<file path="config.mk">
export PLATFORM = sky130hd
export DESIGN_NAME = nandmux_gate
export DESIGN_NICKNAME = d
export VERILOG_FILES = /design/src/rtl/nandmux_pkg.sv /design/src/rtl/nandmux_stage.sv /design/src/rtl/nandmux_popcount.sv /design/src/rtl/nandmux_classify.sv /design/src/rtl/nandmux_gate.sv
export SDC_FILE = /design/constraint.sdc
export NUM_CORES = 1
export LEC_CHECK = 0
export BUFFER_PORTS_ARGS = -buffer_cell sky130_fd_sc_hd__buf_4
export CAP_MARGIN = 15
export CORE_ASPECT_RATIO = 0.7
export CORE_UTILIZATION = 42
export DETAILED_ROUTE_END_ITERATION = 16
export GPL_TIMING_DRIVEN = 0
export PLACE_DENSITY_LB_ADDON = 0.05
export SYNTH_ARGS = -nofsm -noshare
export SYNTH_HDL_FRONTEND = slang
export SYNTH_SLANG_ARGS = --single-unit
export TNS_END_PERCENT = 5
</file>
<file path="constraint.sdc">
create_clock -name clk -period 6.6 [get_ports clk]
set_clock_uncertainty 0.05 [all_clocks]
set_input_delay 0 -clock clk [delete_from_list [all_inputs] [get_ports clk]]
set_output_delay 0 -clock clk [all_outputs]
set_load 0.05 [all_outputs]
</file>
<file path="src/rtl/nandmux_pkg.sv">
package nandmux_pkg;
  typedef enum logic [1:0] {
    ST_ZERO  = 2'b00,
    ST_ONE   = 2'b01,
    ST_UNDEC = 2'b10
  } verdict_e;
endpackage

</file>
<file path="src/rtl/nandmux_stage.sv">
// One bank of N NAND copies; operand b reaches copy i through a fixed
// stride/offset permutation. Each copy has its own fault override.
module nandmux_stage #(
  parameter int N    = 8,
  parameter int PMUL = 1,
  parameter int POFF = 1
) (
  input  logic [N-1:0] a,
  input  logic [N-1:0] b,
  input  logic [N-1:0] f_en,
  input  logic [N-1:0] f_flip,
  input  logic [N-1:0] f_lvl,
  output logic [N-1:0] y
);
  logic [N-1:0] raw;

  for (genvar i = 0; i < N; i++) begin : g_copy
    localparam int J = (i * PMUL + POFF) % N;
    assign raw[i] = ~(a[i] & b[J]);
    assign y[i]   = f_en[i] ? (f_flip[i] ? ~raw[i] : f_lvl[i]) : raw[i];
  end
endmodule

</file>
<file path="src/rtl/nandmux_popcount.sv">
module nandmux_popcount #(
  parameter int N  = 8,
  localparam int CW = $clog2(N + 1)
) (
  input  logic [N-1:0]  v,
  output logic [CW-1:0] cnt
);
  always_comb begin
    cnt = '0;
    for (int i = 0; i < N; i++) cnt = cnt + CW'(v[i]);
  end
endmodule

</file>
<file path="src/rtl/nandmux_classify.sv">
// Counts stimulated lines and sorts the count into one / zero / undecided.
module nandmux_classify
  import nandmux_pkg::*;
#(
  parameter int N  = 8,
  localparam int CW = $clog2(N + 1)
) (
  input  logic [N-1:0]  bundle,
  input  logic [CW-1:0] thr,
  output logic [CW-1:0] cnt,
  output logic [1:0]    verdict
);
  logic [CW:0] sum_ct;
  logic        hi_hit, lo_hit;

  nandmux_popcount #(.N(N)) u_pop (.v(bundle), .cnt(cnt));

  // count > N - thr is evaluated as count + thr > N to avoid underflow
  assign sum_ct = {1'b0, cnt} + {1'b0, thr};
  assign hi_hit = sum_ct > (CW + 1)'(N);
  assign lo_hit = cnt < thr;

  always_comb begin
    if (hi_hit)      verdict = ST_ONE;
    else if (lo_hit) verdict = ST_ZERO;
    else             verdict = ST_UNDEC;
  end
endmodule

</file>
<file path="src/rtl/nandmux_gate.sv">
module nandmux_gate
  import nandmux_pkg::*;
#(
  parameter int N       = 8,
  parameter int RPAIRS  = 1,
  parameter int EXE_MUL = 3,
  parameter int EXE_OFF = 1,
  parameter bit REG_OUT = 1'b1,
  localparam int NSTG   = 1 + 2 * RPAIRS,
  localparam int FW     = NSTG * N,
  localparam int CW     = $clog2(N + 1)
) (
  input  logic          clk,
  input  logic          rst,
  input  logic          in_valid,
  input  logic [N-1:0]  in_a,
  input  logic [N-1:0]  in_b,
  input  logic [CW-1:0] thr,
  input  logic [FW-1:0] flt_en,
  input  logic [FW-1:0] flt_flip,
  input  logic [FW-1:0] flt_lvl,
  output logic          out_valid,
  output logic [N-1:0]  out_bundle,
  output logic [CW-1:0] out_count,
  output logic [1:0]    out_status
);
  logic [N-1:0]  stg [NSTG];
  logic [CW-1:0] cnt_c;
  logic [1:0]    verdict_c;

  for (genvar s = 0; s < NSTG; s++) begin : g_stg
    if (s == 0) begin : g_exe
      nandmux_stage #(.N(N), .PMUL(EXE_MUL), .POFF(EXE_OFF)) u_exe (
        .a(in_a), .b(in_b),
        .f_en(flt_en[s*N +: N]), .f_flip(flt_flip[s*N +: N]),
        .f_lvl(flt_lvl[s*N +: N]), .y(stg[s])
      );
    end else begin : g_res
      localparam int ROT = ((s - 1) % (N - 1)) + 1;
      nandmux_stage #(.N(N), .PMUL(1), .POFF(ROT)) u_res (
        .a(stg[s-1]), .b(stg[s-1]),
        .f_en(flt_en[s*N +: N]), .f_flip(flt_flip[s*N +: N]),
        .f_lvl(flt_lvl[s*N +: N]), .y(stg[s])
      );
    end
  end

  nandmux_classify #(.N(N)) u_cls (
    .bundle(stg[NSTG-1]), .thr(thr), .cnt(cnt_c), .verdict(verdict_c)
  );

  if (REG_OUT) begin : g_reg
    always_ff @(posedge clk) begin
      if (rst) begin
        out_valid  <= 1'b0;
        out_bundle <= '0;
        out_count  <= '0;
        out_status <= ST_UNDEC;
      end else begin
        out_valid  <= in_valid;
        out_bundle <= stg[NSTG-1];
        out_count  <= cnt_c;
        out_status <= verdict_c;
      end
    end

    assert_valid_delay_R10: assert property (@(posedge clk) disable iff (rst)
      !$past(rst) |-> (out_valid == $past(in_valid)));

    assert_unan_high_R3: assert property (@(posedge clk) disable iff (rst)
      (in_valid && (&in_a) && (&in_b) && !(|flt_en)) |=> (out_bundle == '0));

    assert_unan_low_R3: assert property (@(posedge clk) disable iff (rst)
      (in_valid && !(|in_a) && !(|in_b) && !(|flt_en)) |=> (&out_bundle));

    assert_count_match_R6: assert property (@(posedge clk) disable iff (rst)
      out_count == CW'($countones(out_bundle)));

    assert_clean_one_R7: assert property (@(posedge clk) disable iff (rst)
      (in_valid && !(|in_a) && !(|flt_en) && (thr != '0) &&
       ({1'b0, thr} < (CW + 1)'((N + 1) / 2))) |=> (out_status == ST_ONE));

    assert_no_bad_code_R9: assert property (@(posedge clk) disable iff (rst)
      out_status != 2'b11);
  end else begin : g_comb
    assign out_valid  = in_valid;
    assign out_bundle = stg[NSTG-1];
    assign out_count  = cnt_c;
    assign out_status = verdict_c;
  end
endmodule

</file>
==> flow_metrics.py, run 1 <==
metrics = {
    "outcome": {
        "status": "finished clean",
    },
    "pwr": {
        "p_leak_nw": 1.293,
        "peakVddDrop_mv": 0.2582,
        "clkPwrFrac_pct": 11.5,
        "p_sw_share_pct": 45.96,
        "intPower_w": 0.0003620,
        "power.density_nw_per_um2": 256.1,
        "p_seq_share_pct": 17.3,
        "share_comb_of_total_power_pct": 71.2,
        "p_switching_w": 0.0003079,
    },
    "logic_synthesis": {
        "ys_seq_area_share_pct": 18.78,
        "syn_area_um2": 1599,
        "synth-main-ff-cell": "dfxtp_1",
        "ys_ff_latch": 15,
        "ys_types": 31,
        "synth_area_per_cell_um2": 8.328,
        "synth_area_leaders": "dfxtp_1 19%, ha_1 8.6%, a31oi_1 7.8%",
        "synth_top_area_share_pct": 18.78,
        "yosys_warnings": 0,
        "synth_top_area_cell": "dfxtp_1",
        "yosysMostFrequentCell": "inv_1",
        "ys_top_cells_by_count": "28 x inv_1, 20 x a31oi_1, 15 x dfxtp_1, 15 x nor2b_1, 11 x ha_1",
        "synth-edff-count": 0,
        "syn-num-nets": 303,
        "async_flop_share_pct": 0,
        "postSynthCellCount": 192,
    },
    "setup_path": {
        "critical_path_class": "input pin to flip-flop",
        "crit_path_end_kind": "flip-flop",
        "crit_chain": "buf_4 > and3_1 > o31ai_1 > nor3_1 > a21oi_2 > a31oi_1 > a31o_2 > fa_1 > inv_1 > fa_1 > fa_1 > ha_1 > fa_1 > fa_1 > xnor2_1 > or3_1 > a221o_1 > a211oi_2 > nor2_1 > a21oi_2",
        "cpLargestDelayFamily": "adder cells",
        "critPathMaxFanout": 6,
        "cp_slowest_cell": "fa_1",
        "path_buf_inv": 2,
        "critPathMostFrequentCell": "fa_1",
        "crit_arrival_ns": 5.57,
        "cp.depth": 20,
        "max_stage_delay_ns": 0.56,
        "critPathLaunchType": "input pin",
        "required_ns": 6.75,
    },
    "detailed_routing": {
        "drtIter0Drc": 38,
        "drc": 0,
        "detail_route.wl_per_cell_um": 12.62,
        "dr.pass1.iters": 4,
        "vias": 1865,
        "final_antenna_net_count": 0,
        "viasPerCell": 5.124,
        "wl_um": 4593,
    },
    "finish": {
        "final_cells": 364,
        "layout-area-overhead-vs-synth_pct": 63.62,
        "fin_nets": 426,
        "register_area_um2": 300.3,
        "multi_input_area_um2": 1182,
        "drive_gt1_share_pct": 42.36,
        "diodes": 0,
        "fillerInstances": 280,
        "fin_util_pct": 73.06,
    },
    "floorplan": {
        "die_area_um2": 4062,
        "coreArea_um2": 3581,
        "start_util_pct": 44.65,
        "die_h_um": 53.63,
        "rows": 18,
        "die-width_um": 75.75,
        "ioPinCount": 110,
    },
    "sta": {
        "fmax_mhz": 184.4,
        "setup_viol": 0,
        "finalCritPeriodShare_pct": 82.15,
        "drv_slew": 0,
        "finalHoldViolCount": 0,
        "min_period_ns": 5.422,
        "setup_tns_ns": 0,
        "rsz0062_at_grt": "no",
        "hold-worst-slack_ns": 0.007968,
        "worst_slew_pin_slew_ns": 0.4644,
        "relSlewSlack_pct": 68.77,
    },
    "worst_hold_path": {
        "hp-start": "flt_en[22]",
        "min_path_cells": 3,
        "worstHoldEndpoint": "out_bundle[6]",
        "hold_class": "input pin to flip-flop",
    },
    "grt": {
        "grt_overflow": 0,
        "grtUsageTotal_pct": 23.58,
        "grt_max_degree": 11,
        "grt_pass1_vias": 1705,
        "antenna_found_initial": 0,
        "grt_pass1_wl_um": 7169,
    },
    "placed_design": {
        "numPortBuffers": 109,
        "numPlacedInstances": 351,
        "hpwl_um": 3861,
        "place_congestion": 0.7725,
    },
    "clock_tree": {
        "cts-root-buf": "clkbuf_8",
        "clock_path_buffers": 2,
        "cts_max_level": 1,
        "clkTransAtPathRegs_ns": 0.06,
        "cts_num_sinks": 15,
        "cts_tree": "built",
        "cts_buffers": 3,
        "cts-resized-gates": 0,
    },
    "run": {
        "maxCapViolCount": 0,
    },
}
timing repair:
action	4_1_cts	5_1_grt
endpoints found under the hold margin	12	0
setup buffers	0	0
hold buffers	9	0
endpoints found under the setup margin	0	0
state kept, by name, indices dropped and copies added (netlist names):
register    count
out_valid       1
out_count       4
out_bundle      8
out_status      2
power by group through the flow:
stage,Clock [W],Sequential [W],Combinational (W)
final,0.0000770,0.000116,0.000477
after detailed placement,0,0.000118,0.000469
after global routing,0.0000812,0.000119,0.000527
after global placement,0,0.000118,0.000460
after CTS,0.0000776,0.000116,0.000476
after floorplan,0,0.000187,0.000258
routing by layer:
metal | track usage, % | part of all wire (%) | routed length [um]
met5 | 0 | 0 | 0
met1 | 30.45 | 45 | 2056
met2 | 38.20 | 44 | 2024
met3 | 5.805 | 9.1 | 420
met4 | 8.642 | 2.0 | 91
layout by cell type (no fill, tap or decap), drive strengths merged:
| master | count |
|---|---|
| dfxtp | 15 |
| xor2 | 1 |
| o211ai | 6 |
| o31a | 2 |
| xnor2 | 1 |
| dlygate4sd3 | 9 |
| a31o | 3 |
| fa | 5 |
| nand3b | 8 |
| nor2 | 4 |
| o211a | 6 |
| or3b | 6 |
| o31ai | 3 |
| nor2b | 15 |
| nand2 | 6 |
| o21ai | 10 |
| ha | 11 |
| and2 | 6 |
| a31oi | 21 |
| a21oi | 11 |
| clkinv | 1 |
| a221o | 1 |
| a211oi | 1 |
| nor3 | 8 |
| a311oi | 8 |
| clkbuf | 3 |
| inv | 28 |
| and3 | 2 |
| buf | 110 |
| nand3 | 1 |
| or3 | 1 |
| nand2b | 1 |
metrics by stage:
step                      total power (W)  area, um^2  setup WS (ns)
final                           0.0006699        2616          1.178
after global routing            0.0007271        2616          1.011
after CTS                       0.0006703        2616          1.215
after detailed placement        0.0005873        2480          1.008
after global placement          0.0005778        2480          1.058
after floorplan                 0.0004457        1599          1.572
layout make-up:
| type | count | share of cell area, % |
|---|---|---|
| flip-flops and latches | 15 | 11.48 |
| clock buffers | 3 | 1.578 |
| inverters | 28 | 4.017 |
| repair buffers | 118 | 34.72 |
| multi-input cells | 148 | 45.19 |
| clock inverters | 1 | 0.1913 |
| plain buffers | 1 | 0.4304 |
| well taps | 50 | 2.391 |
cells by family (layout without fill, tap and decap cells):
group / count (synthesis) / count (layout) / share of synthesized area, %
AOI/OAI and AO/OA: 72 / 72 / 35.99
xor gates and xnor gates: 2 / 2 / 1.096
DFF: 15 / 15 / 18.78
adders and majority gates: 16 / 16 / 14.87
buffers and inverters: 29 / 151 / 7.277
and+or+nand+nor: 58 / 58 / 21.99
worst max-delay path by stage:
stage | from | slack (ns) | to
final | in_a[2] | 1.18 | out_status[1]
after global routing | in_a[2] | 1.01 | out_status[1]
after CTS | in_a[2] | 1.22 | out_status[1]
after detailed placement | in_a[2] | 1.01 | out_status[1]
after global placement | in_a[2] | 1.06 | out_status[1]
after floorplan | flt_flip[3] | 1.57 | out_status[1]
Note: power is estimated with default switching activity, not from simulation.
==> run 2, diff against run 1 <==
--- a/config.mk
+++ b/config.mk
@@ -5,6 +5,7 @@
 export SDC_FILE = /design/constraint.sdc
 export NUM_CORES = 1
 export LEC_CHECK = 0
+export ABC_AREA = 1
 export BUFFER_PORTS_ARGS = -buffer_cell sky130_fd_sc_hd__buf_4
 export CAP_MARGIN = 15
 export CORE_ASPECT_RATIO = 0.7
==> constraint.sdc (replaced) <==
create_clock -name clk -period 5.3 [get_ports clk]
set_clock_uncertainty 0.05 [all_clocks]
set_input_delay 0 -clock clk [delete_from_list [all_inputs] [get_ports clk]]
set_output_delay 0 -clock clk [all_outputs]
set_load 0.05 [all_outputs]
==> flow_metrics.py, run 2 <==
metrics = {
    "floorplan": {
        "start_util_pct": 44.27,
        "rows": 18,
        "die_area_um2": 3979,
        "die_h_um": 53.08,
        "ioPinCount": 110,
        "die-width_um": 74.97,
        "coreArea_um2": 3536,
    },
    "clock_tree": {
        "cts-resized-gates": 0,
        "ctsHoldBuffers": 2,
        "clock_path_buffers": 2,
        "cts_num_sinks": 15,
        "clkTransAtPathRegs_ns": 0.06,
        "cts-root-buf": "clkbuf_8",
        "cts_max_level": 1,
        "cts_tree": "built",
        "postCtsSetupBuffers": 0,
        "cts_buffers": 3,
    },
    "detailed_routing": {
        "dr.pass1.iters": 5,
        "viasPerCell": 4.557,
        "final_antenna_net_count": 0,
        "wl_um": 4261,
        "detail_route.wl_per_cell_um": 10.27,
        "drc": 0,
        "drtIter0Drc": 35,
        "vias": 1891,
    },
    "logic_synthesis": {
        "synth-main-ff-cell": "dfxtp_1",
        "synthMuxAreaShare_pct": 0,
        "yosysMostFrequentCell": "nand2_1",
        "yosys.area_share.adder_pct": 15.19,
        "synth_area_per_cell_um2": 6.261,
        "ys_ff_latch": 15,
        "synth_area_leaders": "dfxtp_1 19%, nand2_1 14%, inv_1 12%",
        "synth_top_area_cell": "dfxtp_1",
        "synthSimpleGateAreaFrac_pct": 35.73,
        "yosys_warnings": 0,
        "postSynthCellCount": 250,
        "ys_types": 29,
        "synth-edff-count": 0,
        "async_flop_share_pct": 0,
        "synth_top_family_by_area": "simple AND/OR/NAND/NOR gates",
        "syn_area_um2": 1565,
        "syn-num-nets": 361,
        "ys_seq_area_share_pct": 19.18,
        "ys_top_cells_by_count": "58 x nand2_1, 50 x inv_1, 33 x nor2_1",
        "synth-compound-area-share_pct": 16.31,
        "synthXorXnorAreaFrac_pct": 1.119,
        "synth_top_area_share_pct": 19.18,
    },
    "pwr": {
        "power.density_nw_per_um2": 308.9,
        "p_leak_nw": 1.450,
        "peakVddDrop_mv": 0.2586,
    },
    "finish": {
        "fin_util_pct": 71.05,
        "largest_register_ffs": 8,
        "register_area_um2": 300.3,
        "final_common_cell": "buf_4",
        "reg_top3": "out_bundle x8, out_count x4, out_status x2",
        "fillerInstances": 320,
        "fin_nets": 477,
        "layout-area-overhead-vs-synth_pct": 60.51,
        "final_cells": 415,
        "top_register": "out_bundle",
        "multi_input_area_um2": 1070,
        "design_area_um2": 2512,
        "diodes": 0,
        "final_cell_mix": "109 x buf_4, 58 x nand2_1, 50 x inv_1",
        "drive_gt1_share_pct": 37.26,
    },
    "placed_design": {
        "place_congestion": 0.7508,
        "numPortBuffers": 109,
        "dpl_cell_area_um2": 2446,
        "post-place-ws_ns": 0.5078,
        "hpwl_um": 3784,
        "numPlacedInstances": 409,
    },
    "sta": {
        "finalHoldViolCount": 0,
        "min_period_ns": 4.538,
        "finalCritPeriodShare_pct": 85.62,
        "rsz0062_at_grt": "no",
        "relSlewSlack_pct": 68.21,
        "worst_slew_pin_slew_ns": 0.4769,
        "setup_tns_ns": 0,
        "fmax_mhz": 220.4,
        "drv_slew": 0,
        "setup_viol": 0,
        "layout_setup_ws_ns": 0.7622,
    },
    "setup_path": {
        "critical_path_class": "input pin to flip-flop",
        "crit_arrival_ns": 4.61,
        "critPathMostFrequentCell": "nand2_1",
        "max_stage_delay_ns": 0.54,
        "critPathMaxFanout": 4,
        "required_ns": 5.38,
        "crit_path_end_kind": "flip-flop",
        "critPathLaunchType": "input pin",
        "cp_slowest_cell": "fa_1",
    },
    "outcome": {
        "status": "finished clean",
    },
    "grt": {
        "grt_max_degree": 11,
        "grt_overflow": 0,
        "grt_pass1_wl_um": 6651,
        "antenna_found_initial": 0,
        "grt_pass1_vias": 1722,
        "grtUsageTotal_pct": 22.20,
    },
    "worst_hold_path": {
        "hold_class": "input pin to flip-flop",
    },
    "run": {
        "maxCapViolCount": 0,
    },
}
[run 2: final timing paths]
kind | slack, ns | from | cells after the start | end
worst max-delay path | 0.76 | flt_flip[3] | 28 | out_status[1]
worst min-delay path | 0.005 | flt_en[17] | 4 | out_bundle[1]
[run 2: kinds of logic (layout without fill, tap and decap cells)]
logic type,Yosys count,after routing
AOI/OAI and AO/OA,36,36
xor gates and xnor gates,2,2
adders and majority gates,16,16
buffers and inverters,52,167
DFF,15,15
and+or+nand+nor,129,129
[run 2: report_power, final]
part           total [W]  internal, W  switching (W)
logic           0.000540     0.000223       0.000317
clock network  0.0000902    0.0000520      0.0000382
registers       0.000146     0.000139     0.00000675
total           0.000776     0.000414       0.000362
[run 2: layout make-up]
class                   instances  share of cell area, %
multi-input cells             183                  42.58
repair buffers                111                  33.37
flip-flops and latches         15                  11.95
inverters                      51                  7.620
well taps                      50                  2.490
clock buffers                   3                  1.643
clock inverters                 1                 0.1992
plain buffers                   1                 0.1494
[run 2: through the flow]
step / power, W / hold slack, ns
after floorplan: 0.0005254 / 0.01687
after global placement: 0.0006736 / 0.1566
after detailed placement: 0.0006882 / 0.1626
after CTS: 0.0007811 / 0.008651
after global routing: 0.0008520 / 0.01109
final: 0.0007760 / 0.004565
[run 2: worst max-delay path, delay by kind of cell]
family,cells,cell delay (ns)
adders and majority gates,6,2.41
and+or+nand+nor,15,1.41
AOI/OAI and AO/OA,3,0.44
buffers and inverters,3,0.22
xor gates and xnor gates,1,0.12
[run 2: per-layer routing]
layer | track usage, % | part of all wire [%] | up-vias
met5 | 0 | 0 | -
met4 | 5.346 | 1.5 | 0
met3 | 5.143 | 8.1 | 8
met2 | 40.54 | 46 | 72
met1 | 26.20 | 44 | 803
li1 | - | - | 1008
==> run 3, diff against run 2 <==
--- a/config.mk
+++ b/config.mk
@@ -9,7 +9,7 @@
 export BUFFER_PORTS_ARGS = -buffer_cell sky130_fd_sc_hd__buf_4
 export CAP_MARGIN = 15
 export CORE_ASPECT_RATIO = 0.7
-export CORE_UTILIZATION = 42
+export CORE_UTILIZATION = 35
 export DETAILED_ROUTE_END_ITERATION = 16
 export GPL_TIMING_DRIVEN = 0
 export PLACE_DENSITY_LB_ADDON = 0.05
==> flow_metrics.py, run 3 (synthesized netlist as in run 2, its figures left out) <==
metrics = {
    "setup_path": {
        "critPathLaunchType": "input pin",
        "critPathMaxFanout": 4,
        "critical_path_class": "input pin to flip-flop",
        "crit_path_end_kind": "flip-flop",
        "required_ns": 5.38,
        "crit_arrival_ns": 4.64,
    },
    "detailed_routing": {
        "vias": 1892,
        "detail_route.wl_per_cell_um": 10.25,
        "drtIter0Drc": 68,
        "viasPerCell": 4.537,
        "dr.pass1.iters": 6,
        "final_antenna_net_count": 0,
        "wl_um": 4274,
        "drc": 0,
    },
    "sta": {
        "layout_setup_ws_ns": 0.7359,
        "finalHoldViolCount": 0,
        "hold-worst-slack_ns": 0.005157,
        "setup_tns_ns": 0,
        "setup_viol": 0,
        "worst_slew_pin_slew_ns": 0.4754,
        "drv_slew": 0,
        "relSlewSlack_pct": 68.31,
        "finalCritPeriodShare_pct": 86.11,
        "min_period_ns": 4.564,
        "rsz0062_at_grt": "no",
        "fmax_mhz": 219.1,
    },
    "grt": {
        "grt_pass1_wl_um": 7348,
        "grt_max_degree": 11,
        "grt_overflow": 0,
        "grtUsageTotal_pct": 19.91,
        "antenna_found_initial": 0,
        "grt_pass1_vias": 1774,
    },
    "placed_design": {
        "numPortBuffers": 109,
        "numPlacedInstances": 411,
        "place_congestion": 0.7601,
        "post-place-ws_ns": 0.5052,
        "hpwl_um": 3787,
    },
    "run": {
        "maxCapViolCount": 0,
    },
    "worst_hold_path": {
        "hold_class": "input pin to flip-flop",
        "worstHoldEndpoint": "out_bundle[1]",
        "min_path_cells": 4,
        "hp-start": "flt_en[17]",
    },
    "pwr": {
        "power_w": 0.0007797,
        "power.density_nw_per_um2": 310.0,
        "peakVddDrop_mv": 0.3513,
        "p_leak_nw": 1.450,
    },
    "finish": {
        "fillerInstances": 392,
        "layout-area-overhead-vs-synth_pct": 60.67,
        "final_cells": 417,
        "reg_top3": "out_bundle x8, out_count x4, out_status x2",
        "drive_gt1_share_pct": 37.26,
        "final_common_cell": "buf_4",
        "fin_nets": 477,
        "multi_input_area_um2": 1070,
        "largest_register_ffs": 8,
        "register_area_um2": 300.3,
        "final_cell_mix": "109 x buf_4, 58 x nand2_1, 50 x inv_1",
        "diodes": 0,
        "top_register": "out_bundle",
    },
    "clock_tree": {
        "postCtsSetupBuffers": 0,
        "cts_max_level": 1,
        "cts_buffers": 3,
        "cts_num_sinks": 15,
        "clock_path_buffers": 2,
        "clkTransAtPathRegs_ns": 0.06,
        "cts-root-buf": "clkbuf_8",
        "cts_tree": "built",
    },
    "floorplan": {
        "die-width_um": 81.93,
        "rows": 19,
        "ioPinCount": 110,
        "coreArea_um2": 4089,
        "die_h_um": 57.95,
        "die_area_um2": 4748,
        "start_util_pct": 38.28,
    },
    "outcome": {
        "status": "finished clean",
    },
}
-- run 3: cell counts in the layout (fill, tap and decap cells not counted) --
Identical to the previous run, type by type.
-- run 3: where the power goes --
part / internal [W] / switching [W]
Clock: 0.0000520 / 0.0000389
Combinational: 0.000223 / 0.000320
Sequential: 0.000139 / 0.00000615
Total: 0.000414 / 0.000365
-- run 3: worst max-delay path by stage --
stage | start | endpoint | slack (ns) | cells past startpoint
floorplan | in_a[2] | out_status[1] | 1.04 | 26
global placement | flt_flip[2] | out_status[1] | 0.54 | 28
detailed placement | flt_flip[2] | out_status[1] | 0.51 | 28
CTS | flt_flip[2] | out_status[1] | 0.75 | 28
global route | flt_flip[2] | out_status[1] | 0.40 | 28
finish | flt_flip[2] | out_status[1] | 0.74 | 28
-- run 3: final cells by class --
cell class	instances	share of cell area [%]
multi-input cells	183	42.54
repair buffers	111	33.33
flip-flops and latches	15	11.94
clock buffers	3	1.642
plain buffers	1	0.1493
well taps	52	2.587
clock inverters	1	0.1990
inverters	51	7.612
-- run 3: timing repair --
action | in CTS | in global routing
hold buffers | 2 | 0
gates resized for setup | 0 | 0
hold endpoints to repair | 6 | 0
-- run 3: worst max-delay path, stage by stage --
cell and delay (ns):
buf_4 0.12, inv_2 0.04, nand2_1 0.05, nand2_1 0.06
nor2_1 0.05, nor2_2 0.12, nand2_1 0.08, nand2_1 0.06
nand2_1 0.05, a21oi_2 0.25, nand3_1 0.10, nand2_1 0.08
nand2_2 0.08, fa_1 0.54, inv_1 0.05, fa_1 0.55
fa_1 0.44, ha_1 0.24, fa_1 0.55, ha_1 0.32
inv_1 0.05, a21oi_1 0.15, nor2_1 0.06, nor2_1 0.11
xor2_1 0.16, nand2_1 0.06, a21oi_1 0.16, a31oi_1 0.05
-- run 3: through the flow --
| stage | cell area [um^2] | util, % |
|---|---|---|
| final | 2515 | 61.51 |
| after global routing | 2515 | 61.51 |
| after CTS | 2515 | 61.51 |
| after detailed placement | 2449 | 59.88 |
| after global placement | 2449 | 59.88 |
| after floorplan | 1565 | - |
-- run 3: routing by layer --
| layer | vias to the layer above | GRT usage [%] | share of wire (%) |
|---|---|---|---|
| li1 | 1015 | - | - |
| met3 | 2 | 5.197 | 9.9 |
| met2 | 77 | 33.29 | 42 |
| met5 | - | 0 | 0 |
| met1 | 798 | 26.17 | 47 |
| met4 | 0 | 3.008 | 0.40 |
